===== src/rtl/ns2_pkg.sv =====
package ns2_pkg;

  // Repeat count for one held sample: the base ratio picked by the clock
  // selection, halved in double-speed operation.
  function automatic int reps_for(input int r256, input int r384,
                                  input logic clk384, input logic dbl);
    int base;
    base = clk384 ? r384 : r256;
    return dbl ? (base / 2) : base;
  endfunction

endpackage


===== src/rtl/ns2_hold.sv =====
// Sample-and-hold stage: captures one input sample and counts the loop
// steps still owed to it.
module ns2_hold #(
  parameter int DW   = 20,
  parameter int R256 = 8,
  parameter int R384 = 6
) (
  input  logic                 clk,
  input  logic                 rst,
  input  logic                 cfg_clk384,
  input  logic                 cfg_dbl,
  input  logic                 in_valid,
  output logic                 in_ready,
  input  logic signed [DW-1:0] in_data,
  input  logic                 step,
  output logic                 busy,
  output logic signed [DW-1:0] hold_x
);
  localparam int MAXR = (R256 > R384) ? R256 : R384;
  localparam int CNTW = $clog2(MAXR + 1);

  logic [CNTW-1:0] left;
  logic            take;

  assign in_ready = (left == '0);
  assign busy     = !in_ready;
  assign take     = in_valid && in_ready;

  always_ff @(posedge clk) begin
    if (rst) begin
      left   <= '0;
      hold_x <= '0;
    end else if (take) begin
      left   <= CNTW'(ns2_pkg::reps_for(R256, R384, cfg_clk384, cfg_dbl));
      hold_x <= in_data;
    end else if (step) begin
      left   <= left - 1'b1;
    end
  end

  // a refused request must leave the held sample alone
  assert_hold_kept_R7: assert property (@(posedge clk) disable iff (rst)
    (in_valid && !in_ready) |=> $stable(hold_x));

  // the step counter never exceeds the largest repeat count
  assert_left_range_R2: assert property (@(posedge clk) disable iff (rst)
    left <= CNTW'(MAXR));

  // an accepted sample always owes at least one step
  assert_accept_busy_R2: assert property (@(posedge clk) disable iff (rst)
    (in_valid && in_ready) |=> !in_ready);

endmodule


===== src/rtl/ns2_quant.sv =====
// Coarse quantiser: floor to the top CW bits, saturate, and return the
// residual error clipped to the input width.
module ns2_quant #(
  parameter int DW = 20,
  parameter int CW = 5
) (
  input  logic signed [DW+2:0] v,
  output logic        [CW-1:0] code,
  output logic signed [DW-1:0] err
);
  localparam int FRAC = DW - CW;
  localparam int VW   = DW + 3;
  localparam int QW   = VW - FRAC;

  localparam logic signed [QW-1:0] Q_HI = QW'((1 << (CW - 1)) - 1);
  localparam logic signed [QW-1:0] Q_LO = QW'(-(1 << (CW - 1)));
  localparam logic signed [VW-1:0] E_HI = VW'((longint'(1) << (DW - 1)) - 1);
  localparam logic signed [VW-1:0] E_LO = VW'(-(longint'(1) << (DW - 1)));

  logic signed [QW-1:0] q_raw;
  logic signed [QW-1:0] q_sat;
  logic signed [VW-1:0] q_scaled;
  logic signed [VW-1:0] e_full;

  always_comb begin
    q_raw = $signed(v[VW-1:FRAC]);
    if (q_raw > Q_HI)      q_sat = Q_HI;
    else if (q_raw < Q_LO) q_sat = Q_LO;
    else                   q_sat = q_raw;
  end

  // Offset binary: flip the sign bit of the clamped two's-complement value.
  assign code     = {~q_sat[CW-1], q_sat[CW-2:0]};
  assign q_scaled = $signed({q_sat, {FRAC{1'b0}}});
  assign e_full   = v - q_scaled;

  always_comb begin
    if (e_full > E_HI)      err = E_HI[DW-1:0];
    else if (e_full < E_LO) err = E_LO[DW-1:0];
    else                    err = e_full[DW-1:0];
  end

endmodule


===== src/rtl/ns2_loop.sv =====
// Second-order error-feedback loop with a registered output slot.
module ns2_loop #(
  parameter int DW = 20,
  parameter int CW = 5
) (
  input  logic                 clk,
  input  logic                 rst,
  input  logic                 busy,
  input  logic signed [DW-1:0] hold_x,
  input  logic                 out_ready,
  output logic                 step,
  output logic                 out_valid,
  output logic        [CW-1:0] out_code
);
  localparam int FRAC = DW - CW;
  localparam int VW   = DW + 3;
  localparam logic [CW-1:0]        MIDCODE = {1'b1, {(CW-1){1'b0}}};
  localparam logic signed [VW-1:0] V_TOP   = VW'(longint'(1) << (DW - 1));
  localparam logic signed [VW-1:0] V_BOT   = VW'(-(longint'(1) << (DW - 1)));
  localparam logic signed [VW-1:0] V_ECLIP =
    VW'((longint'(1) << DW) - 1 - (longint'(1) << FRAC));
  localparam logic signed [DW-1:0] ERRMAX  = DW'((longint'(1) << (DW - 1)) - 1);

  logic signed [DW-1:0] e1;
  logic signed [DW-1:0] e2;
  logic signed [VW-1:0] v;
  logic        [CW-1:0] q_code;
  logic signed [DW-1:0] q_err;

  // Feedback sum: x + 2*e[n-1] - e[n-2], wide enough for every input.
  assign v    = VW'(hold_x) + (VW'(e1) <<< 1) - VW'(e2);
  assign step = busy && (!out_valid || out_ready);

  ns2_quant #(.DW(DW), .CW(CW)) u_quant (
    .v    (v),
    .code (q_code),
    .err  (q_err)
  );

  always_ff @(posedge clk) begin
    if (rst) begin
      e1        <= '0;
      e2        <= '0;
      out_valid <= 1'b0;
      out_code  <= MIDCODE;
    end else if (step) begin
      out_code  <= q_code;
      out_valid <= 1'b1;
      e2        <= e1;
      e1        <= q_err;
    end else if (out_ready) begin
      out_valid <= 1'b0;
    end
  end

  // stalled output holds its code
  assert_stall_hold_R6: assert property (@(posedge clk) disable iff (rst)
    (out_valid && !out_ready) |=> (out_valid && $stable(out_code)));

  // first cycle after reset shows midpoint, nothing valid
  assert_reset_mid_R1: assert property (@(posedge clk) disable iff (rst)
    $past(rst) |-> (out_code == MIDCODE && !out_valid));

  // sums at or above full scale give the top code
  assert_sat_top_R3: assert property (@(posedge clk) disable iff (rst)
    (step && v >= V_TOP) |=> (out_code == '1));

  // sums below negative full scale give the bottom code
  assert_sat_bot_R3: assert property (@(posedge clk) disable iff (rst)
    (step && v < V_BOT) |=> (out_code == '0));

  // an oversize residual is clipped, not wrapped
  assert_err_clip_R4: assert property (@(posedge clk) disable iff (rst)
    (step && v > V_ECLIP) |=> (e1 == ERRMAX));

endmodule


===== src/rtl/ns2_shaper.sv =====
// Top: sample-and-hold feeding the second-order shaping loop.
module ns2_shaper #(
  parameter int DW   = 20,
  parameter int CW   = 5,
  parameter int R256 = 8,
  parameter int R384 = 6
) (
  input  logic          clk,
  input  logic          rst,
  input  logic          cfg_clk384,
  input  logic          cfg_dbl,
  input  logic          in_valid,
  output logic          in_ready,
  input  logic [DW-1:0] in_data,
  output logic          out_valid,
  input  logic          out_ready,
  output logic [CW-1:0] out_code
);
  logic                 busy;
  logic                 step;
  logic signed [DW-1:0] hold_x;

  ns2_hold #(.DW(DW), .R256(R256), .R384(R384)) u_hold (
    .clk        (clk),
    .rst        (rst),
    .cfg_clk384 (cfg_clk384),
    .cfg_dbl    (cfg_dbl),
    .in_valid   (in_valid),
    .in_ready   (in_ready),
    .in_data    ($signed(in_data)),
    .step       (step),
    .busy       (busy),
    .hold_x     (hold_x)
  );

  ns2_loop #(.DW(DW), .CW(CW)) u_loop (
    .clk       (clk),
    .rst       (rst),
    .busy      (busy),
    .hold_x    (hold_x),
    .out_ready (out_ready),
    .step      (step),
    .out_valid (out_valid),
    .out_code  (out_code)
  );

  // a code is only ever produced for a held sample
  assert_valid_needs_sample_R2: assert property (@(posedge clk) disable iff (rst)
    (!out_valid && in_ready) |=> !out_valid);

endmodule


===== config.mk =====
export PLATFORM = sky130hd
export DESIGN_NAME = ns2_shaper
export DESIGN_NICKNAME = d
export VERILOG_FILES = /design/src/rtl/ns2_pkg.sv /design/src/rtl/ns2_hold.sv /design/src/rtl/ns2_quant.sv /design/src/rtl/ns2_loop.sv /design/src/rtl/ns2_shaper.sv
export SDC_FILE = /design/constraint.sdc
export NUM_CORES = 1
export LEC_CHECK = 0
export CORE_MARGIN = 1
export CORE_UTILIZATION = 54
export DETAILED_ROUTE_END_ITERATION = 12
export PLACE_DENSITY = 0.76
export REMOVE_ABC_BUFFERS = 1
export SETUP_SLACK_MARGIN = 0.15
export SYNTH_ARGS = -nofsm -noshare
export SYNTH_HDL_FRONTEND = slang
export SYNTH_SLANG_ARGS = --single-unit

===== constraint.sdc =====
create_clock -name clk -period 5.7 [get_ports clk]
set_clock_uncertainty 0.05 [all_clocks]
set_input_delay 1.71 -clock clk [delete_from_list [all_inputs] [get_ports clk]]
set_output_delay 1.71 -clock clk [all_outputs]
set_load 0.03 [all_outputs]

==> results of run 1 <==
-- through the flow --
| stage | util | setup TNS, ns | setup WS, ns |
|---|---|---|---|
| global route | 0.7133 | -4.584 | -0.3191 |
| floorplan | - | -2.168 | -0.1873 |
| global placement | 0.6422 | -2.354 | -0.1643 |
| finish | 0.7133 | -0.2837 | -0.04818 |
| CTS | 0.6902 | 0 | 0.1234 |
| detailed placement | 0.6422 | -7.243 | -0.4248 |
-- timing repair --
item	4_1_cts	5_1_grt
setup endpoints to repair	20	20
gates resized for setup	37	34
setup buffers	15	10
pin swaps	26	31
endpoints found under the hold margin	0	0
-- layer usage --
layer / share of wire / vias up
met2: 0.50 / 134
met3: 0.043 / 23
li1: - / 2303
met5: 0 / -
met1: 0.45 / 2272
met4: 0.014 / 0
-- cells in the mapped netlist, drive strengths merged --
| master | number | area share |
|---|---|---|
| a221oi | 11 | 0.033 |
| o21a | 2 | 0.0032 |
| xor2 | 9 | 0.019 |
| a211oi | 10 | 0.017 |
| nand4 | 4 | 0.0049 |
| a31oi | 2 | 0.0054 |
| mux2i | 7 | 0.016 |
| or3 | 2 | 0.0025 |
| a21oi | 69 | 0.073 |
| a22oi | 3 | 0.0054 |
| nor4 | 2 | 0.0025 |
| o32a | 1 | 0.0044 |
| nor3 | 11 | 0.012 |
| a32o | 5 | 0.0099 |
| nand3 | 6 | 0.0069 |
| o211ai | 5 | 0.011 |
| a21o | 11 | 0.016 |
| xnor2 | 13 | 0.022 |
| nor3b | 2 | 0.0030 |
| nor2b | 5 | 0.0062 |
| inv | 86 | 0.064 |
| buf | 7 | 0.0081 |
| o21bai | 2 | 0.0030 |
| or3b | 1 | 0.0017 |
| and2 | 6 | 0.0081 |
| and3 | 3 | 0.0037 |
| a221o | 5 | 0.0099 |
| nand2b | 7 | 0.0086 |
| ha | 33 | 0.081 |
| clkbuf | 19 | 0.014 |
| o31ai | 2 | 0.0049 |
| o221ai | 1 | 0.0030 |
| nand3b | 3 | 0.0044 |
| a211o | 5 | 0.0086 |
| o21ai | 28 | 0.030 |
| fa | 22 | 0.087 |
| a311oi | 1 | 0.0017 |
| nand2 | 104 | 0.077 |
| nor2 | 30 | 0.022 |
| a41o | 1 | 0.0020 |
| a21boi | 4 | 0.0059 |
| a2bb2oi | 1 | 0.0017 |
| dfxtp | 70 | 0.28 |
-- critical path: stages, from the launching register on --
cell and delay, ns:
sky130_fd_sc_hd__dfxtp_2 0.33, sky130_fd_sc_hd__inv_2 0.04, sky130_fd_sc_hd__fa_1 0.45, sky130_fd_sc_hd__ha_2 0.21
sky130_fd_sc_hd__fa_2 0.38, sky130_fd_sc_hd__a211oi_4 0.28, sky130_fd_sc_hd__o211ai_2 0.14, sky130_fd_sc_hd__a31oi_4 0.23
sky130_fd_sc_hd__o221ai_2 0.15, sky130_fd_sc_hd__a221oi_2 0.33, sky130_fd_sc_hd__xnor2_1 0.19, sky130_fd_sc_hd__nand4_1 0.18
sky130_fd_sc_hd__ha_4 0.32, sky130_fd_sc_hd__buf_6 0.11, sky130_fd_sc_hd__o21ai_4 0.07, sky130_fd_sc_hd__ha_4 0.19
sky130_fd_sc_hd__fa_2 0.34, sky130_fd_sc_hd__nor2b_1 0.13, sky130_fd_sc_hd__o21ai_1 0.10, sky130_fd_sc_hd__nand2b_1 0.17
sky130_fd_sc_hd__o21ai_1 0.09, sky130_fd_sc_hd__nand3b_1 0.12, sky130_fd_sc_hd__o21ai_1 0.11, sky130_fd_sc_hd__buf_4 0.16
sky130_fd_sc_hd__a211o_4 0.30, sky130_fd_sc_hd__a21oi_4 0.19, sky130_fd_sc_hd__buf_6 0.19, sky130_fd_sc_hd__a221oi_2 0.07
-- registers in the layout, summed over array words and instances (netlist names) --
signal / flops
u_loop.out_valid: 1
u_loop.e1: 20
u_loop.out_code: 5
u_loop.e2: 20
u_hold.left: 4
u_hold.hold_x: 20
-- cell type report --
cell class,instances,area [µm²]
multi-input combinational,439,3476
fill,725,2636
sequential,70,1405
timing repair buffer,121,1017
inverter,86,322.8
clock buffer,11,141.4
tap,111,138.9
clock inverter,5,58.81
-- logic make-up after synthesis --
| family | after synthesis | synth area share |
|---|---|---|
| compound gates | 169 | 0.2494 |
| xor+xnor | 22 | 0.04162 |
| fa+ha+maj | 55 | 0.1679 |
| buf+inv | 112 | 0.08569 |
| flops | 70 | 0.2758 |
| mux | 7 | 0.01625 |
| simple gates | 186 | 0.1633 |
-- final timing paths --
check,startpoint,endpoint,slack (ns)
max,u_loop.e2[1]$_SDFFE_PP0P_,u_loop.e1[3]$_SDFFE_PP0P_,-0.05
max reg2reg,u_loop.e2[1]$_SDFFE_PP0P_,u_loop.e1[3]$_SDFFE_PP0P_,-0.05
min,u_hold.hold_x[6]$_SDFFE_PP0P_,u_hold.hold_x[6]$_SDFFE_PP0P_,0.41
min reg2reg,u_hold.hold_x[6]$_SDFFE_PP0P_,u_hold.hold_x[6]$_SDFFE_PP0P_,0.41
-- cell usage in the layout (no fill, tap or decap), types with 5 or more instances in the layout --
cell type,count
sky130_fd_sc_hd__fa_1,20
sky130_fd_sc_hd__o21ai_0,11
sky130_fd_sc_hd__xnor2_1,12
sky130_fd_sc_hd__o21ai_1,15
sky130_fd_sc_hd__buf_4,80
sky130_fd_sc_hd__a21oi_1,66
sky130_fd_sc_hd__dfxtp_1,67
sky130_fd_sc_hd__a21o_1,11
sky130_fd_sc_hd__a32o_1,5
sky130_fd_sc_hd__nand3_1,5
sky130_fd_sc_hd__nor2_1,26
sky130_fd_sc_hd__nor3_1,8
sky130_fd_sc_hd__clkdlybuf4s50_1,31
sky130_fd_sc_hd__clkbuf_8,10
sky130_fd_sc_hd__ha_1,26
sky130_fd_sc_hd__a211oi_1,6
sky130_fd_sc_hd__inv_1,83
sky130_fd_sc_hd__buf_6,9
sky130_fd_sc_hd__xor2_1,8
sky130_fd_sc_hd__a221oi_2,10
sky130_fd_sc_hd__a221o_1,5
sky130_fd_sc_hd__nand2_1,103
sky130_fd_sc_hd__nand2b_1,6
==> results.ini, run 1 <==
[timing]
rsz0062_at_grt = true
worst_slack_ns = -0.04818
timing.hold.ws_ns = 0.4058
period_minus_slack_ns = 5.748
finalHoldViolations = 0
relSlewSlack = 0.3852
finalSetupViolations = 10
maxClockFrequency_mhz = 174.0
transition_time_of_the_tightest_slew_check_pin_ns = 0.9200
min_period_over_period = 1.008
slew_violations = 0

[global_routing]
vias_in_the_first_global_route = 4674
met1_track_usage_gr = 0.3704
antenna_found_initial = 0
remaining_global_route_overflow = 0
grt_first_pass_wirelength_um = 21960
met3_usage = 0.04539
grt_usage = 0.2845
busiest_layer_in_global_routing = met2
grt_max_degree = 38
grtUsageMet2 = 0.4906

[drt]
num_vias = 4732
antenna_left = 0
number_of_detailed_routing_iterations_run_before_antenna_repair = 5
dr_vias_cell = 5.613
drt-total-wl_um = 13730
drt_first_iter_violations = 302
routed_wire_length_per_instance_um = 16.29
drt_drc_violations_left = 0

[synth]
syn-mean-instance-area_um2 = 8.182
yosys_warning_total = 0
post_synthesis_cell_type_count = 65
synthesis.area_um2 = 5081
synth-seq-cells = 70
seq_area_frac_synth = 0.2758
syn-instance-count = 621

[clock_network]
max-clock-path-buffers = 2
clk_pin_slew_worst_paths_ns = 0.08
clock_tree.root_cell = sky130_fd_sc_hd__clkbuf_8
skew_pair_late_insertion_delay_ns = 0.37
cts_made_buffers = 9
tritoncts = built
cts_max_level = 3
hold_buffers = 0
tritoncts_num_sinks = 70

[floorplanning]
fp-row-count = 35
design.die.area_um2 = 9801
initial_core_util = 0.5525
area_of_the_core_um2 = 9196
die_w_um = 99
dieHeight_um = 99
pin_count = 33

[status]
run_status = complete, but fails checks
failed_checks = setup timing

[final_layout]
final_cell_area_um2 = 6560
finalNonFillerCells = 843
antenna-diode-count = 0
proportion_of_layout_cells_with_a_drive_suffix_above_1 = 0.2404
finalNetCount = 808
syn2layout_area_growth_pct = 29.11

[critical_path]
timing.critical_path.to_type = register
critPathLaunchType = register
cp_max_fo = 6
cp_data_required_time_ns = 5.88
criticalPathCategory = register to register
cp.arrival_ns = 5.92
reg2reg_depth = 27

[placed_design]
hpwlAfterDp_um = 9716
numPlacedInstances = 802
place.gp.congestion = 0.9013
port_buffers = 32
postPlaceCellArea_um2 = 5906

[worst_hold_path]
timing.hold.worst.class = register to register
min_path_cells = 2

[job]
max_cap_viols = 0

Power of run 1 is not shown: default switching activity piles up to over one toggle a cycle in this logic, so the estimate is an artifact.
==> inputs of run 2 (changes only) <==
--- a/config.mk
+++ b/config.mk
@@ -5,11 +5,12 @@
 export SDC_FILE = /design/constraint.sdc
 export NUM_CORES = 1
 export LEC_CHECK = 0
+export ABC_AREA = 0
 export CORE_MARGIN = 1
 export CORE_UTILIZATION = 54
 export DETAILED_ROUTE_END_ITERATION = 12
+export HOLD_SLACK_MARGIN = 0.05
 export PLACE_DENSITY = 0.76
-export REMOVE_ABC_BUFFERS = 1
 export SETUP_SLACK_MARGIN = 0.15
 export SYNTH_ARGS = -nofsm -noshare
 export SYNTH_HDL_FRONTEND = slang
==> run 2 against run 1 <==
  * The run still ends with setup timing left
  * Cell area decreased by 3.1%
  * Setup slack improved by 0.016 ns
  * Non-clock buffer count decreased by 33
  * Die area unchanged
  * Global-route usage decreased by 1.0 points
  * Count of clock-buffer cells in the layout unchanged
  * Core utilization decreased by 2.2 points
  * Sequential cell count unchanged
  * Critical endpoint is now u_loop.e1[2]$_SDFFE_PP0P_
  * First-iteration DRC count down 17%
  * Maximum frequency increased by 0.29%
  * Critical path type unchanged
==> results.ini, run 2 (synthesis results as in run 1) <==
[drt]
antenna_left = 0  ; unchanged
dr_vias_cell = 5.706  ; +1.7%
routed_wire_length_per_instance_um = 16.30  ; about the same
number_of_detailed_routing_iterations_run_before_antenna_repair = 5  ; unchanged
drt_drc_violations_left = 0  ; unchanged
drt-total-wl_um = 13200  ; -3.9%
num_vias = 4622  ; -2.3%
drt_first_iter_violations = 251  ; -17%

[global_routing]
antenna_found_initial = 0  ; unchanged
grt_usage = 0.2744  ; -0.01012
grt_first_pass_wirelength_um = 21340  ; -2.8%
vias_in_the_first_global_route = 4653  ; -0.45%
grt_max_degree = 39  ; +2.6%
remaining_global_route_overflow = 0  ; unchanged

[worst_hold_path]
timing.hold.worst.class = register to register

[floorplanning]
dieHeight_um = 99  ; unchanged
area_of_the_core_um2 = 9196  ; unchanged
die_w_um = 99  ; unchanged
design.die.area_um2 = 9801  ; unchanged
fp-row-count = 35  ; unchanged
pin_count = 33  ; unchanged
initial_core_util = 0.5525  ; unchanged

[timing]
transition_time_of_the_tightest_slew_check_pin_ns = 0.9937  ; +0.07364 ns
relSlewSlack = 0.3368  ; -0.04832
slew_violations = 0  ; unchanged
finalHoldViolations = 0  ; unchanged
finalSetupViolations = 10  ; unchanged
worst_slack_ns = -0.03169  ; +0.01649 ns
maxClockFrequency_mhz = 174.5  ; +0.29%
period_minus_slack_ns = 5.732  ; -0.01649 ns
rsz0062_at_grt = true
min_period_over_period = 1.006  ; -0.002893

[clock_network]
clk_pin_slew_worst_paths_ns = 0.09  ; about the same
cts_made_buffers = 9  ; unchanged
skew_pair_late_insertion_delay_ns = 0.36  ; about the same
cts_max_level = 3  ; unchanged
hold_buffers = 0  ; unchanged
tritoncts = built
tritoncts_num_sinks = 70  ; unchanged
clock_tree.root_cell = sky130_fd_sc_hd__clkbuf_8
max-clock-path-buffers = 2  ; unchanged

[placed_design]
port_buffers = 32  ; unchanged
place.gp.congestion = 0.9037  ; +0.27%
hpwlAfterDp_um = 9231  ; -5.0%
postPlaceCellArea_um2 = 5694  ; -3.6%

[job]
max_cap_viols = 0  ; unchanged

[synth]
syn-num-nets = 702

[final_layout]
final_cell_area_um2 = 6357  ; -3.1%
finalNetCount = 775  ; -4.1%
antenna-diode-count = 0  ; unchanged
top_regs = u_hold.hold_x: 20 flops, u_loop.e1: 20 flops, u_loop.e2: 20 flops
syn2layout_area_growth_pct = 25.12
proportion_of_layout_cells_with_a_drive_suffix_above_1 = 0.1989  ; -0.04158
layout.cells.most_common_list = sky130_fd_sc_hd__nand2_1, sky130_fd_sc_hd__inv_1, sky130_fd_sc_hd__dfxtp_1, sky130_fd_sc_hd__a21oi_1, sky130_fd_sc_hd__buf_4
most_common_cell_after_layout_fill_and_taps_aside = sky130_fd_sc_hd__nand2_1

[critical_path]
critPathLaunchType = register
cp_data_required_time_ns = 5.89  ; about the same
timing.critical_path.to_type = register
cp_max_fo = 4  ; -2
cp.arrival_ns = 5.92  ; about the same
criticalPathCategory = register to register

[status]
failed_checks = setup timing
run_status = complete, but fails checks

run 2: final cells by class:
cell class	count	area, µm²
multi-input combinational	439	3466
clock inverter	5	106.4
timing repair buffer	88	775.7
inverter	86	325.3
fill	721	2839
tap	111	138.9
sequential	70	1404
clock buffer	11	141.4
run 2: path summary, 6_finish.rpt:
path / startpoint / endpoint / slack, ns / cells past startpoint
setup / recovery: u_loop.e2[1]$_SDFFE_PP0P_ / u_loop.e1[2]$_SDFFE_PP0P_ / -0.03 / 25
hold / removal: u_loop.e1[7]$_SDFFE_PP0P_ / u_loop.e2[7]$_SDFFE_PP0P_ / 0.40 / 2
setup reg to reg: u_loop.e2[1]$_SDFFE_PP0P_ / u_loop.e1[2]$_SDFFE_PP0P_ / -0.03 / 25
hold reg to reg: u_loop.e1[7]$_SDFFE_PP0P_ / u_loop.e2[7]$_SDFFE_PP0P_ / 0.40 / 2
run 2: repair_timing:
action | in CTS | in global routing
setup buffers | 16 | 7
cloned | 1 | 0
pin swaps | 24 | 21
endpoints found under the setup margin | 19 | 20
resized for setup | 29 | 30
run 2: worst max-delay path, cell delays in order (launching register included):
cell,delay [ns]
sky130_fd_sc_hd__dfxtp_2,0.35
sky130_fd_sc_hd__inv_2,0.04
sky130_fd_sc_hd__fa_1,0.48
sky130_fd_sc_hd__ha_4,0.20
sky130_fd_sc_hd__fa_2,0.36
sky130_fd_sc_hd__a211oi_2,0.28
sky130_fd_sc_hd__o211ai_2,0.15
sky130_fd_sc_hd__a31oi_4,0.24
sky130_fd_sc_hd__o221ai_4,0.14
sky130_fd_sc_hd__a221oi_4,0.32
sky130_fd_sc_hd__xnor2_2,0.18
sky130_fd_sc_hd__nand4_1,0.18
sky130_fd_sc_hd__ha_4,0.36
sky130_fd_sc_hd__inv_4,0.06
sky130_fd_sc_hd__a21boi_4,0.20
sky130_fd_sc_hd__ha_4,0.23
sky130_fd_sc_hd__nor2b_4,0.13
sky130_fd_sc_hd__o21ai_2,0.10
sky130_fd_sc_hd__nand2b_1,0.09
sky130_fd_sc_hd__and2_4,0.20
sky130_fd_sc_hd__nor4_4,0.23
sky130_fd_sc_hd__mux2i_2,0.12
sky130_fd_sc_hd__a211o_1,0.37
sky130_fd_sc_hd__buf_6,0.14
sky130_fd_sc_hd__a21o_1,0.17
sky130_fd_sc_hd__a32o_1,0.22
run 2: per-layer routing:
layer | track usage | wire length (µm) | share of wire
met5 | 0 | 0 | 0
met4 | 0.1148 | 385 | 0.029
met3 | 0.05248 | 533 | 0.040
met2 | 0.4691 | 6591 | 0.50
met1 | 0.3384 | 5690 | 0.43
run 2: per-stage QoR:
step	std cells	hold slack, ns	setup TNS (ns)	setup WS, ns	util
global placement	770	0.3909	0	0.03195	0.6192
finish	810	0.4048	-0.1709	-0.03169	0.6913
floorplan	621	0.3819	0	0.1816	-
global route	810	0.4261	-3.942	-0.2398	0.6913
CTS	803	0.4088	0	0.1118	0.6702
detailed placement	770	0.3985	-2.707	-0.1850	0.6192
Power of run 2 is left out for the same reason.
